<file path="config.mk">
export PLATFORM = sky130hd
export DESIGN_NAME = pci_bridge_cfg
export DESIGN_NICKNAME = d
export VERILOG_FILES = /design/src/rtl/bcfg_pkg.sv /design/src/rtl/bcfg_regs.sv /design/src/rtl/bcfg_window.sv /design/src/rtl/bcfg_io_decode.sv /design/src/rtl/pci_bridge_cfg.sv
export SDC_FILE = /design/constraint.sdc
export NUM_CORES = 1
export LEC_CHECK = 0
export BUFFER_PORTS_ARGS = -buffer_cell sky130_fd_sc_hd__buf_2
export CAP_MARGIN = 10
export CORE_MARGIN = 10
export CORE_UTILIZATION = 44
export CTS_BUF_LIST = sky130_fd_sc_hd__clkbuf_8
export DETAILED_ROUTE_END_ITERATION = 8
export MAX_ROUTING_LAYER = met4
export PLACE_DENSITY = 0.65
export SYNTH_ARGS = -nofsm -noshare
export SYNTH_HDL_FRONTEND = slang
export SYNTH_SLANG_ARGS = --single-unit
export TNS_END_PERCENT = 10
</file>
<file path="constraint.sdc">
create_clock -name clk -period 6.45 [get_ports clk]
set_input_delay 0.3225 -clock clk [delete_from_list [all_inputs] [get_ports clk]]
set_output_delay 0.3225 -clock clk [all_outputs]
set_load 0.01 [all_outputs]
</file>
<file path="src/rtl/bcfg_pkg.sv">
package bcfg_pkg;

    localparam logic [5:0] DW_BUS   = 6'd6;
    localparam logic [5:0] DW_IOST  = 6'd7;
    localparam logic [5:0] DW_MEM   = 6'd8;
    localparam logic [5:0] DW_PF    = 6'd9;
    localparam logic [5:0] DW_PFBU  = 6'd10;
    localparam logic [5:0] DW_PFLU  = 6'd11;
    localparam logic [5:0] DW_IOUP  = 6'd12;
    localparam logic [5:0] DW_ROM   = 6'd14;
    localparam logic [5:0] DW_INTR  = 6'd15;

    typedef struct packed {
        logic [7:0]  pri_bus;
        logic [7:0]  sec_bus;
        logic [7:0]  sub_bus;
        logic [7:0]  sec_lat;
        logic [7:0]  io_base;
        logic [7:0]  io_lim;
        logic [15:0] mem_base;
        logic [15:0] mem_lim;
        logic [15:0] pf_base;
        logic [15:0] pf_lim;
        logic [31:0] pf_base_up;
        logic [31:0] pf_lim_up;
        logic [15:0] io_base_up;
        logic [15:0] io_lim_up;
        logic [31:0] rom_bar;
        logic [7:0]  int_line;
        logic [15:0] br_ctl;
    } bcfg_state_t;

    typedef struct packed {
        logic [31:0] io_base;
        logic [32:0] io_end;
        logic [31:0] mem_base;
        logic [32:0] mem_end;
        logic [63:0] pf_base;
        logic [64:0] pf_end;
    } bcfg_win_t;

endpackage

</file>
<file path="src/rtl/bcfg_regs.sv">
module bcfg_regs
    import bcfg_pkg::*;
#(
    parameter logic [7:0]  IO_CAP   = 8'hF1,
    parameter logic [15:0] MEM_CAP  = 16'hFFF0,
    parameter logic [15:0] PREF_CAP = 16'hFFF1,
    parameter logic [7:0]  LAT_MASK = 8'hF8,
    parameter logic [31:0] ROM_MASK = 32'hFFFF_F801,
    parameter logic [7:0]  INT_PIN  = 8'h01
) (
    input  logic        clk,
    input  logic        rst_n,
    input  logic        cfg_wr,
    input  logic [5:0]  cfg_dw,
    input  logic [3:0]  cfg_be,
    input  logic [31:0] cfg_wdata,
    output logic [31:0] cfg_rdata,
    output logic [3:0]  nx_io_base,
    output logic [3:0]  nx_io_lim,
    output logic [15:0] nx_io_base_up,
    output logic [15:0] nx_io_lim_up,
    output logic [11:0] nx_mem_base,
    output logic [11:0] nx_mem_lim,
    output logic [11:0] nx_pf_base,
    output logic [11:0] nx_pf_lim,
    output logic [31:0] nx_pf_base_up,
    output logic [31:0] nx_pf_lim_up
);

    localparam bit          IO32    = (IO_CAP[3:0] == 4'h1);
    localparam bit          PF64    = (PREF_CAP[3:0] == 4'h1);
    localparam logic [7:0]  IO_WM   = IO_CAP & 8'hF0;
    localparam logic [15:0] MEM_WM  = MEM_CAP & 16'hFFF0;
    localparam logic [15:0] PF_WM   = PREF_CAP & 16'hFFF0;
    localparam logic [7:0]  IO_NIB  = {4'h0, IO_CAP[3:0]};
    localparam logic [15:0] MEM_NIB = {12'h0, MEM_CAP[3:0]};
    localparam logic [15:0] PF_NIB  = {12'h0, PREF_CAP[3:0]};
    localparam int          NBYTES  = 4;

    bcfg_state_t st_d, st_q;
    logic [31:0] be_mask;
    logic [31:0] merged;

    for (genvar b = 0; b < NBYTES; b++) begin : g_bemask
        assign be_mask[8*b +: 8] = {8{cfg_be[b]}};
    end

    function automatic logic [31:0] view(bcfg_state_t s, logic [5:0] dw);
        logic [31:0] r;
        case (dw)
            DW_BUS:  r = {s.sec_lat, s.sub_bus, s.sec_bus, s.pri_bus};
            DW_IOST: r = {16'h0000, s.io_lim | IO_NIB, s.io_base | IO_NIB};
            DW_MEM:  r = {s.mem_lim | MEM_NIB, s.mem_base | MEM_NIB};
            DW_PF:   r = {s.pf_lim | PF_NIB, s.pf_base | PF_NIB};
            DW_PFBU: r = s.pf_base_up;
            DW_PFLU: r = s.pf_lim_up;
            DW_IOUP: r = {s.io_lim_up, s.io_base_up};
            DW_ROM:  r = s.rom_bar;
            DW_INTR: r = {s.br_ctl, INT_PIN, s.int_line};
            default: r = 32'h0;
        endcase
        return r;
    endfunction

    always_comb begin
        cfg_rdata = view(st_q, cfg_dw);
        merged    = (cfg_rdata & ~be_mask) | (cfg_wdata & be_mask);
        st_d      = st_q;
        if (cfg_wr) begin
            case (cfg_dw)
                DW_BUS: begin
                    st_d.pri_bus = merged[7:0];
                    st_d.sec_bus = merged[15:8];
                    st_d.sub_bus = merged[23:16];
                    st_d.sec_lat = (st_q.sec_lat & ~LAT_MASK) | (merged[31:24] & LAT_MASK);
                end
                DW_IOST: begin
                    st_d.io_base = merged[7:0] & IO_WM;
                    st_d.io_lim  = merged[15:8] & IO_WM;
                end
                DW_MEM: begin
                    st_d.mem_base = merged[15:0] & MEM_WM;
                    st_d.mem_lim  = merged[31:16] & MEM_WM;
                end
                DW_PF: begin
                    st_d.pf_base = merged[15:0] & PF_WM;
                    st_d.pf_lim  = merged[31:16] & PF_WM;
                end
                DW_PFBU: if (PF64) st_d.pf_base_up = merged;
                DW_PFLU: if (PF64) st_d.pf_lim_up = merged;
                DW_IOUP: if (IO32) begin
                    st_d.io_base_up = merged[15:0];
                    st_d.io_lim_up  = merged[31:16];
                end
                DW_ROM:  st_d.rom_bar = merged & ROM_MASK;
                DW_INTR: begin
                    st_d.int_line = merged[7:0];
                    st_d.br_ctl   = merged[31:16];
                end
                default: ;
            endcase
        end
    end

    always_ff @(posedge clk or negedge rst_n) begin
        if (!rst_n) st_q <= '0;
        else        st_q <= st_d;
    end

    assign nx_io_base    = st_d.io_base[7:4];
    assign nx_io_lim     = st_d.io_lim[7:4];
    assign nx_io_base_up = st_d.io_base_up;
    assign nx_io_lim_up  = st_d.io_lim_up;
    assign nx_mem_base   = st_d.mem_base[15:4];
    assign nx_mem_lim    = st_d.mem_lim[15:4];
    assign nx_pf_base    = st_d.pf_base[15:4];
    assign nx_pf_lim     = st_d.pf_lim[15:4];
    assign nx_pf_base_up = st_d.pf_base_up;
    assign nx_pf_lim_up  = st_d.pf_lim_up;

    // an enabled secondary-bus byte lands in the register
    p_bus_write_r2: assert property (@(posedge clk) disable iff (!rst_n)
        (cfg_wr && cfg_dw == DW_BUS && cfg_be[1]) |=> (st_q.sec_bus == $past(cfg_wdata[15:8])));

    // a disabled byte lane keeps its old value
    p_be_hold_r8: assert property (@(posedge clk) disable iff (!rst_n)
        (cfg_wr && cfg_dw == DW_BUS && !cfg_be[0]) |=> $stable(st_q.pri_bus));

    // without a write strobe nothing changes
    p_idle_hold_r10: assert property (@(posedge clk) disable iff (!rst_n)
        !cfg_wr |=> $stable(st_q));

endmodule

</file>
<file path="src/rtl/bcfg_window.sv">
module bcfg_window
    import bcfg_pkg::*;
(
    input  logic        clk,
    input  logic        rst_n,
    input  logic [3:0]  io_base,
    input  logic [3:0]  io_lim,
    input  logic [15:0] io_base_up,
    input  logic [15:0] io_lim_up,
    input  logic [11:0] mem_base,
    input  logic [11:0] mem_lim,
    input  logic [11:0] pf_base,
    input  logic [11:0] pf_lim,
    input  logic [31:0] pf_base_up,
    input  logic [31:0] pf_lim_up,
    output bcfg_win_t   win
);

    localparam int IO_GRAN_SH  = 12;
    localparam int MEM_GRAN_SH = 20;
    localparam logic [32:0] IO_STEP  = 33'd1 << IO_GRAN_SH;
    localparam logic [32:0] MEM_STEP = 33'd1 << MEM_GRAN_SH;
    localparam logic [64:0] PF_STEP  = 65'd1 << MEM_GRAN_SH;

    bcfg_win_t win_d, win_q;

    always_comb begin
        win_d.io_base  = {io_base_up, io_base, {IO_GRAN_SH{1'b0}}};
        win_d.io_end   = {1'b0, io_lim_up, io_lim, {IO_GRAN_SH{1'b0}}} + IO_STEP;
        win_d.mem_base = {mem_base, {MEM_GRAN_SH{1'b0}}};
        win_d.mem_end  = {1'b0, mem_lim, {MEM_GRAN_SH{1'b0}}} + MEM_STEP;
        win_d.pf_base  = {pf_base_up, pf_base, {MEM_GRAN_SH{1'b0}}};
        win_d.pf_end   = {1'b0, pf_lim_up, pf_lim, {MEM_GRAN_SH{1'b0}}} + PF_STEP;
    end

    always_ff @(posedge clk or negedge rst_n) begin
        if (!rst_n) begin
            win_q         <= '0;
            win_q.io_end  <= IO_STEP;
            win_q.mem_end <= MEM_STEP;
            win_q.pf_end  <= PF_STEP;
        end else begin
            win_q <= win_d;
        end
    end

    assign win = win_q;

    // I/O window edges sit on 4 KB boundaries
    p_io_gran_r6: assert property (@(posedge clk) disable iff (!rst_n)
        (win_q.io_base[11:0] == 12'h0) && (win_q.io_end[11:0] == 12'h0));

    // memory window edges sit on 1 MB boundaries
    p_mem_gran_r7: assert property (@(posedge clk) disable iff (!rst_n)
        (win_q.mem_base[19:0] == 20'h0) && (win_q.mem_end[19:0] == 20'h0)
        && (win_q.pf_end[19:0] == 20'h0));

endmodule

</file>
<file path="src/rtl/bcfg_io_decode.sv">
module bcfg_io_decode (
    input  logic        clk,
    input  logic        rst_n,
    input  logic        io_en,
    input  logic [31:0] io_addr,
    input  logic [2:0]  io_size,
    input  logic [31:0] win_base,
    input  logic [32:0] win_end,
    output logic        io_fwd
);

    logic [32:0] last_excl;

    always_comb begin
        last_excl = {1'b0, io_addr} + {30'd0, io_size};
        io_fwd    = io_en && (io_addr >= win_base) && (last_excl <= win_end);
    end

    // forwarding needs the command-register enable
    p_fwd_needs_en_r9: assert property (@(posedge clk) disable iff (!rst_n)
        io_fwd |-> io_en);

    // a forwarded access never starts below the window
    p_fwd_above_base_r9: assert property (@(posedge clk) disable iff (!rst_n)
        io_fwd |-> (io_addr >= win_base));

endmodule

</file>
<file path="src/rtl/pci_bridge_cfg.sv">
module pci_bridge_cfg
    import bcfg_pkg::*;
#(
    parameter logic [7:0]  IO_CAP   = 8'hF1,
    parameter logic [15:0] MEM_CAP  = 16'hFFF0,
    parameter logic [15:0] PREF_CAP = 16'hFFF1,
    parameter logic [7:0]  LAT_MASK = 8'hF8,
    parameter logic [31:0] ROM_MASK = 32'hFFFF_F801,
    parameter logic [7:0]  INT_PIN  = 8'h01
) (
    input  logic        clk,
    input  logic        rst_n,
    input  logic        cfg_wr,
    input  logic [5:0]  cfg_dw,
    input  logic [3:0]  cfg_be,
    input  logic [31:0] cfg_wdata,
    output logic [31:0] cfg_rdata,
    input  logic        io_en,
    input  logic [31:0] io_addr,
    input  logic [2:0]  io_size,
    output logic        io_fwd,
    output logic [31:0] io_win_base,
    output logic [32:0] io_win_end,
    output logic [31:0] mem_win_base,
    output logic [32:0] mem_win_end,
    output logic [63:0] pf_win_base,
    output logic [64:0] pf_win_end
);

    logic [3:0]  w_io_base, w_io_lim;
    logic [15:0] w_io_base_up, w_io_lim_up;
    logic [11:0] w_mem_base, w_mem_lim, w_pf_base, w_pf_lim;
    logic [31:0] w_pf_base_up, w_pf_lim_up;
    bcfg_win_t   win;

    bcfg_regs #(
        .IO_CAP(IO_CAP), .MEM_CAP(MEM_CAP), .PREF_CAP(PREF_CAP),
        .LAT_MASK(LAT_MASK), .ROM_MASK(ROM_MASK), .INT_PIN(INT_PIN)
    ) regs_i (
        .clk(clk), .rst_n(rst_n),
        .cfg_wr(cfg_wr), .cfg_dw(cfg_dw), .cfg_be(cfg_be),
        .cfg_wdata(cfg_wdata), .cfg_rdata(cfg_rdata),
        .nx_io_base(w_io_base), .nx_io_lim(w_io_lim),
        .nx_io_base_up(w_io_base_up), .nx_io_lim_up(w_io_lim_up),
        .nx_mem_base(w_mem_base), .nx_mem_lim(w_mem_lim),
        .nx_pf_base(w_pf_base), .nx_pf_lim(w_pf_lim),
        .nx_pf_base_up(w_pf_base_up), .nx_pf_lim_up(w_pf_lim_up)
    );

    bcfg_window win_i (
        .clk(clk), .rst_n(rst_n),
        .io_base(w_io_base), .io_lim(w_io_lim),
        .io_base_up(w_io_base_up), .io_lim_up(w_io_lim_up),
        .mem_base(w_mem_base), .mem_lim(w_mem_lim),
        .pf_base(w_pf_base), .pf_lim(w_pf_lim),
        .pf_base_up(w_pf_base_up), .pf_lim_up(w_pf_lim_up),
        .win(win)
    );

    bcfg_io_decode dec_i (
        .clk(clk), .rst_n(rst_n),
        .io_en(io_en), .io_addr(io_addr), .io_size(io_size),
        .win_base(win.io_base), .win_end(win.io_end),
        .io_fwd(io_fwd)
    );

    assign io_win_base  = win.io_base;
    assign io_win_end   = win.io_end;
    assign mem_win_base = win.mem_base;
    assign mem_win_end  = win.mem_end;
    assign pf_win_base  = win.pf_base;
    assign pf_win_end   = win.pf_end;

endmodule

</file>
==> results.tsv <==
stage	metric	value	unit
outcome	status	complete, no violations	
timing	Hold Slack	0.118	ns
layout	Layout Cells excl Fill	2595	
timing	final worst path period need	4.52	ns
clock_tree	CTS resizes	0	
place	IO Port Bufs	268	
timing	Max Freq	221	MHz
logic_synthesis	YS warnings	0	
setup_path	Crit. End Element	flip-flop	
logic_synthesis	count leader, synth	dfrtp_1	
setup_path	CP delay by family, top	simple AND/OR/NAND/NOR gates	
clock_tree	Post-CTS Setup Inserts	0	
timing	Slew HR	22.1	%
logic_synthesis	Mapped Cells	1849	
place	hpwl dp	46.8	mm
floorplanning	Die ar.	47700	um^2
logic_synthesis	Top FF cell, synth	dfrtp_1	
setup_path	max incr delay on CP	0.67	ns
logic_synthesis	FF+latch count, synth	306	
route	post-route ant nets	0	
setup_path	Worst EP required	6.98	ns
clock_tree	CTS tree	yes	
grt	largest net degree at the start of global routing	128	
floorplanning	IO Count	373	
route	WL/cell	23.9	um
power_and_ir_drop	Leak	9.64	nW
timing	period utilization	70.1	%
route	DRC	0	
run	maxcap violations	0	
route	total wire length	62.0	mm
route	routed vias/inst	5.55	
timing	final hold vios	0	
logic_synthesis	Post-synth top cells	dfrtp_1, nand2_1, o21ai_0	
layout	post-route design area	19200	um^2
grt	first-pass GRT wire length	91.9	mm
setup_path	worst-path fanout max	28	
layout	Syn-to-layout area delta	10.9	%
layout	layout cells sized above 1	21.3	%
logic_synthesis	Synth Cell Area	17300	um^2
clock_tree	clock tree root driver cell	clkbuf_8	
logic_synthesis	Synth Area per Inst	9.36	um^2
clock_tree	Num CTS Buffers	50	
setup_path	buffers plus inverters on the worst setup path	2	
route	Starting DRT DRC Count	1311	
grt	grt total ovfl	0	
logic_synthesis	Post-synth EDFFs	0	
timing	setup_tns	0	ns
power_and_ir_drop	pwr/cell area	249	nW/um^2
layout	fill cell count	3680	
place	DP Area	18200	um^2
place	Inst Count DP	2504	
setup_path	crit path cell chain	buf_2, clkinv_1, nor3_2, a221oi_1, a31o_2, o21ai_0, ha_1, nand2_1, nor4_2, nand4_1, nor3_1, xor2_1	
clock_tree	# H-tree levels	2	
grt	GRT Total Usage	26.0	%
setup_path	CP max-delay cell	nor3_2	
timing	Slew Limit Fails	0	
clock_tree	clk buf depth	3	
floorplanning	CORE AREA	38700	um^2
place	placer congestion estimate	0.946	
floorplanning	row cnt	72	
logic_synthesis	asr flop ratio synth	100	%
hold_path	Worst Hold Class	input pin to flip-flop	
layout	post-layout util	49.5	%
timing	unrepaired setup endpoints after global routing	no	
grt	vias in the first global route	14292	
logic_synthesis	top cells by area, synth	dfrtp_1, buf_4, o21ai_0, nand2_1, ha_1	
timing	Setup violations, final	0	
setup_path	crit path kind	input pin to flip-flop	
power_and_ir_drop	peak supply drop	152	uV
timing	worst-margin pin slew	1.17	ns
logic_synthesis	Unique masters post-synth	96	
timing	skew final	0.0253	ns
clock_tree	CTS clk-pin slew, worst paths	0.06	ns
logic_synthesis	register area share after synthesis	44.3	%
setup_path	CP Launch Type	input pin	
clock_tree	worst skew pair latency	0.61	ns
floorplanning	chip width	218	um
floorplanning	initial core utilization	44.7	%
grt	antenna violations before repair	2	
logic_synthesis	post-synth top area share	43.8	%
layout	nets@finish	2168	
clock_tree	CTS Sinks	306	
route	first-pass iteration count of the detailed router	6	
setup_path	crit path DAT	5.05	ns
floorplanning	chip height	218	um
route	vias	14410	
logic_synthesis	area leader, netlist	dfrtp_1	
-- final cells by class --
| cell class | count | area, um^2 | area share [%] |
|---|---|---|---|
| sequential | 306 | 7660 | 39.9 |
| inverter | 80 | 300 | 1.56 |
| timing repair buffer | 307 | 1650 | 8.58 |
| multi-input combinational | 1294 | 7990 | 41.6 |
| clock inverter | 28 | 115 | 0.600 |
| tap | 518 | 648 | 3.38 |
| antenna | 2 | 5.00 | 0.0261 |
| clock buffer | 60 | 826 | 4.30 |
-- layout by cell type (no fill, tap or decap), drive strengths merged, types with 10 or more instances in the layout --
cell,n
a21o,16
a21oi,48
a22oi,15
and2,11
and3,32
buf,306
clkbuf,60
conb,104
dfrtp,303
ha,47
inv,100
mux2i,30
nand2,264
nand2b,18
nand3,59
nand4,28
nor2,76
nor2b,10
nor3,27
nor4,11
o21ai,209
xnor2,64
xor2,30
-- worst register-to-register path, cell delays in order (launching register included) --
cell and delay, ns:
dfrtp_1 0.45, mux4_2 0.47, and2_1 0.19, o41ai_2 0.95
o41ai_1 0.23, o21ai_1 0.37, nor4_4 0.13, and3_1 0.40
nor3b_2 0.26, xor2_1 0.15
-- per-stage QoR --
| step | total power [mW] | setup WS [ns] |
|---|---|---|
| final | 4.78 | 1.93 |
| after global routing | 5.00 | 1.70 |
| after CTS | 4.81 | 2.07 |
| after detailed placement | 3.19 | 1.53 |
| after global placement | 3.17 | 1.66 |
| after floorplan | 2.86 | 2.71 |
-- cell families after synthesis --
| kind of cell | share of synthesized area (%) |
|---|---|
| AO/OA/AOI/OAI | 15.1 |
| XOR/XNOR | 4.76 |
| adder cells (fa/ha/maj) | 3.51 |
| buffers and inverters | 12.0 |
| flip-flops | 44.3 |
| multiplexers | 3.32 |
| other | 0.0217 |
| AND/OR/NAND/NOR | 17.0 |
-- state kept, by name, summed over array words and instances, names as in the netlist --
signal / flops
regs_i.st_q: 209
win_i.win: 97
-- final timing paths --
kind,cells past startpoint,slack [ns],endpoint,from
setup reg to reg,9,2.74,win_i.win[57],regs_i.st_q[158]
setup / recovery,12,1.93,win_i.win[62],cfg_dw[0]
max in group asynchronous,3,4.43,win_i.win[21],rst_n
hold reg to reg,2,0.48,regs_i.st_q[40],regs_i.st_q[40]
hold / removal,3,0.12,regs_i.st_q[257],cfg_wdata[1]
min in group asynchronous,2,0.43,win_i.win[207],rst_n
-- repair_timing --
action	in CTS	in global routing
hold buffers	1	0
hold endpoints to repair	122	0
setup endpoints to repair	0	0
-- metal layers --
metal  wire length, um  global-route usage [%]  share of wire, %  vias up
li1                  -                       -                 -     6545
met1             25100                    32.4                41     7029
met2             29200                    40.5                47      717
met3              5520                    6.01               8.9      119
met4              2230                    9.67               3.6        0
met5                 0                       -                 0        -
-- power by group --
part | total (mW) | switching (mW) | internal (mW) | leakage [nW]
logic | 0.843 | 0.538 | 0.305 | 4.95
clock network | 1.62 | 0.785 | 0.836 | 0.568
registers | 2.32 | 0.185 | 2.13 | 4.12
(Power assumes the default switching activity.)
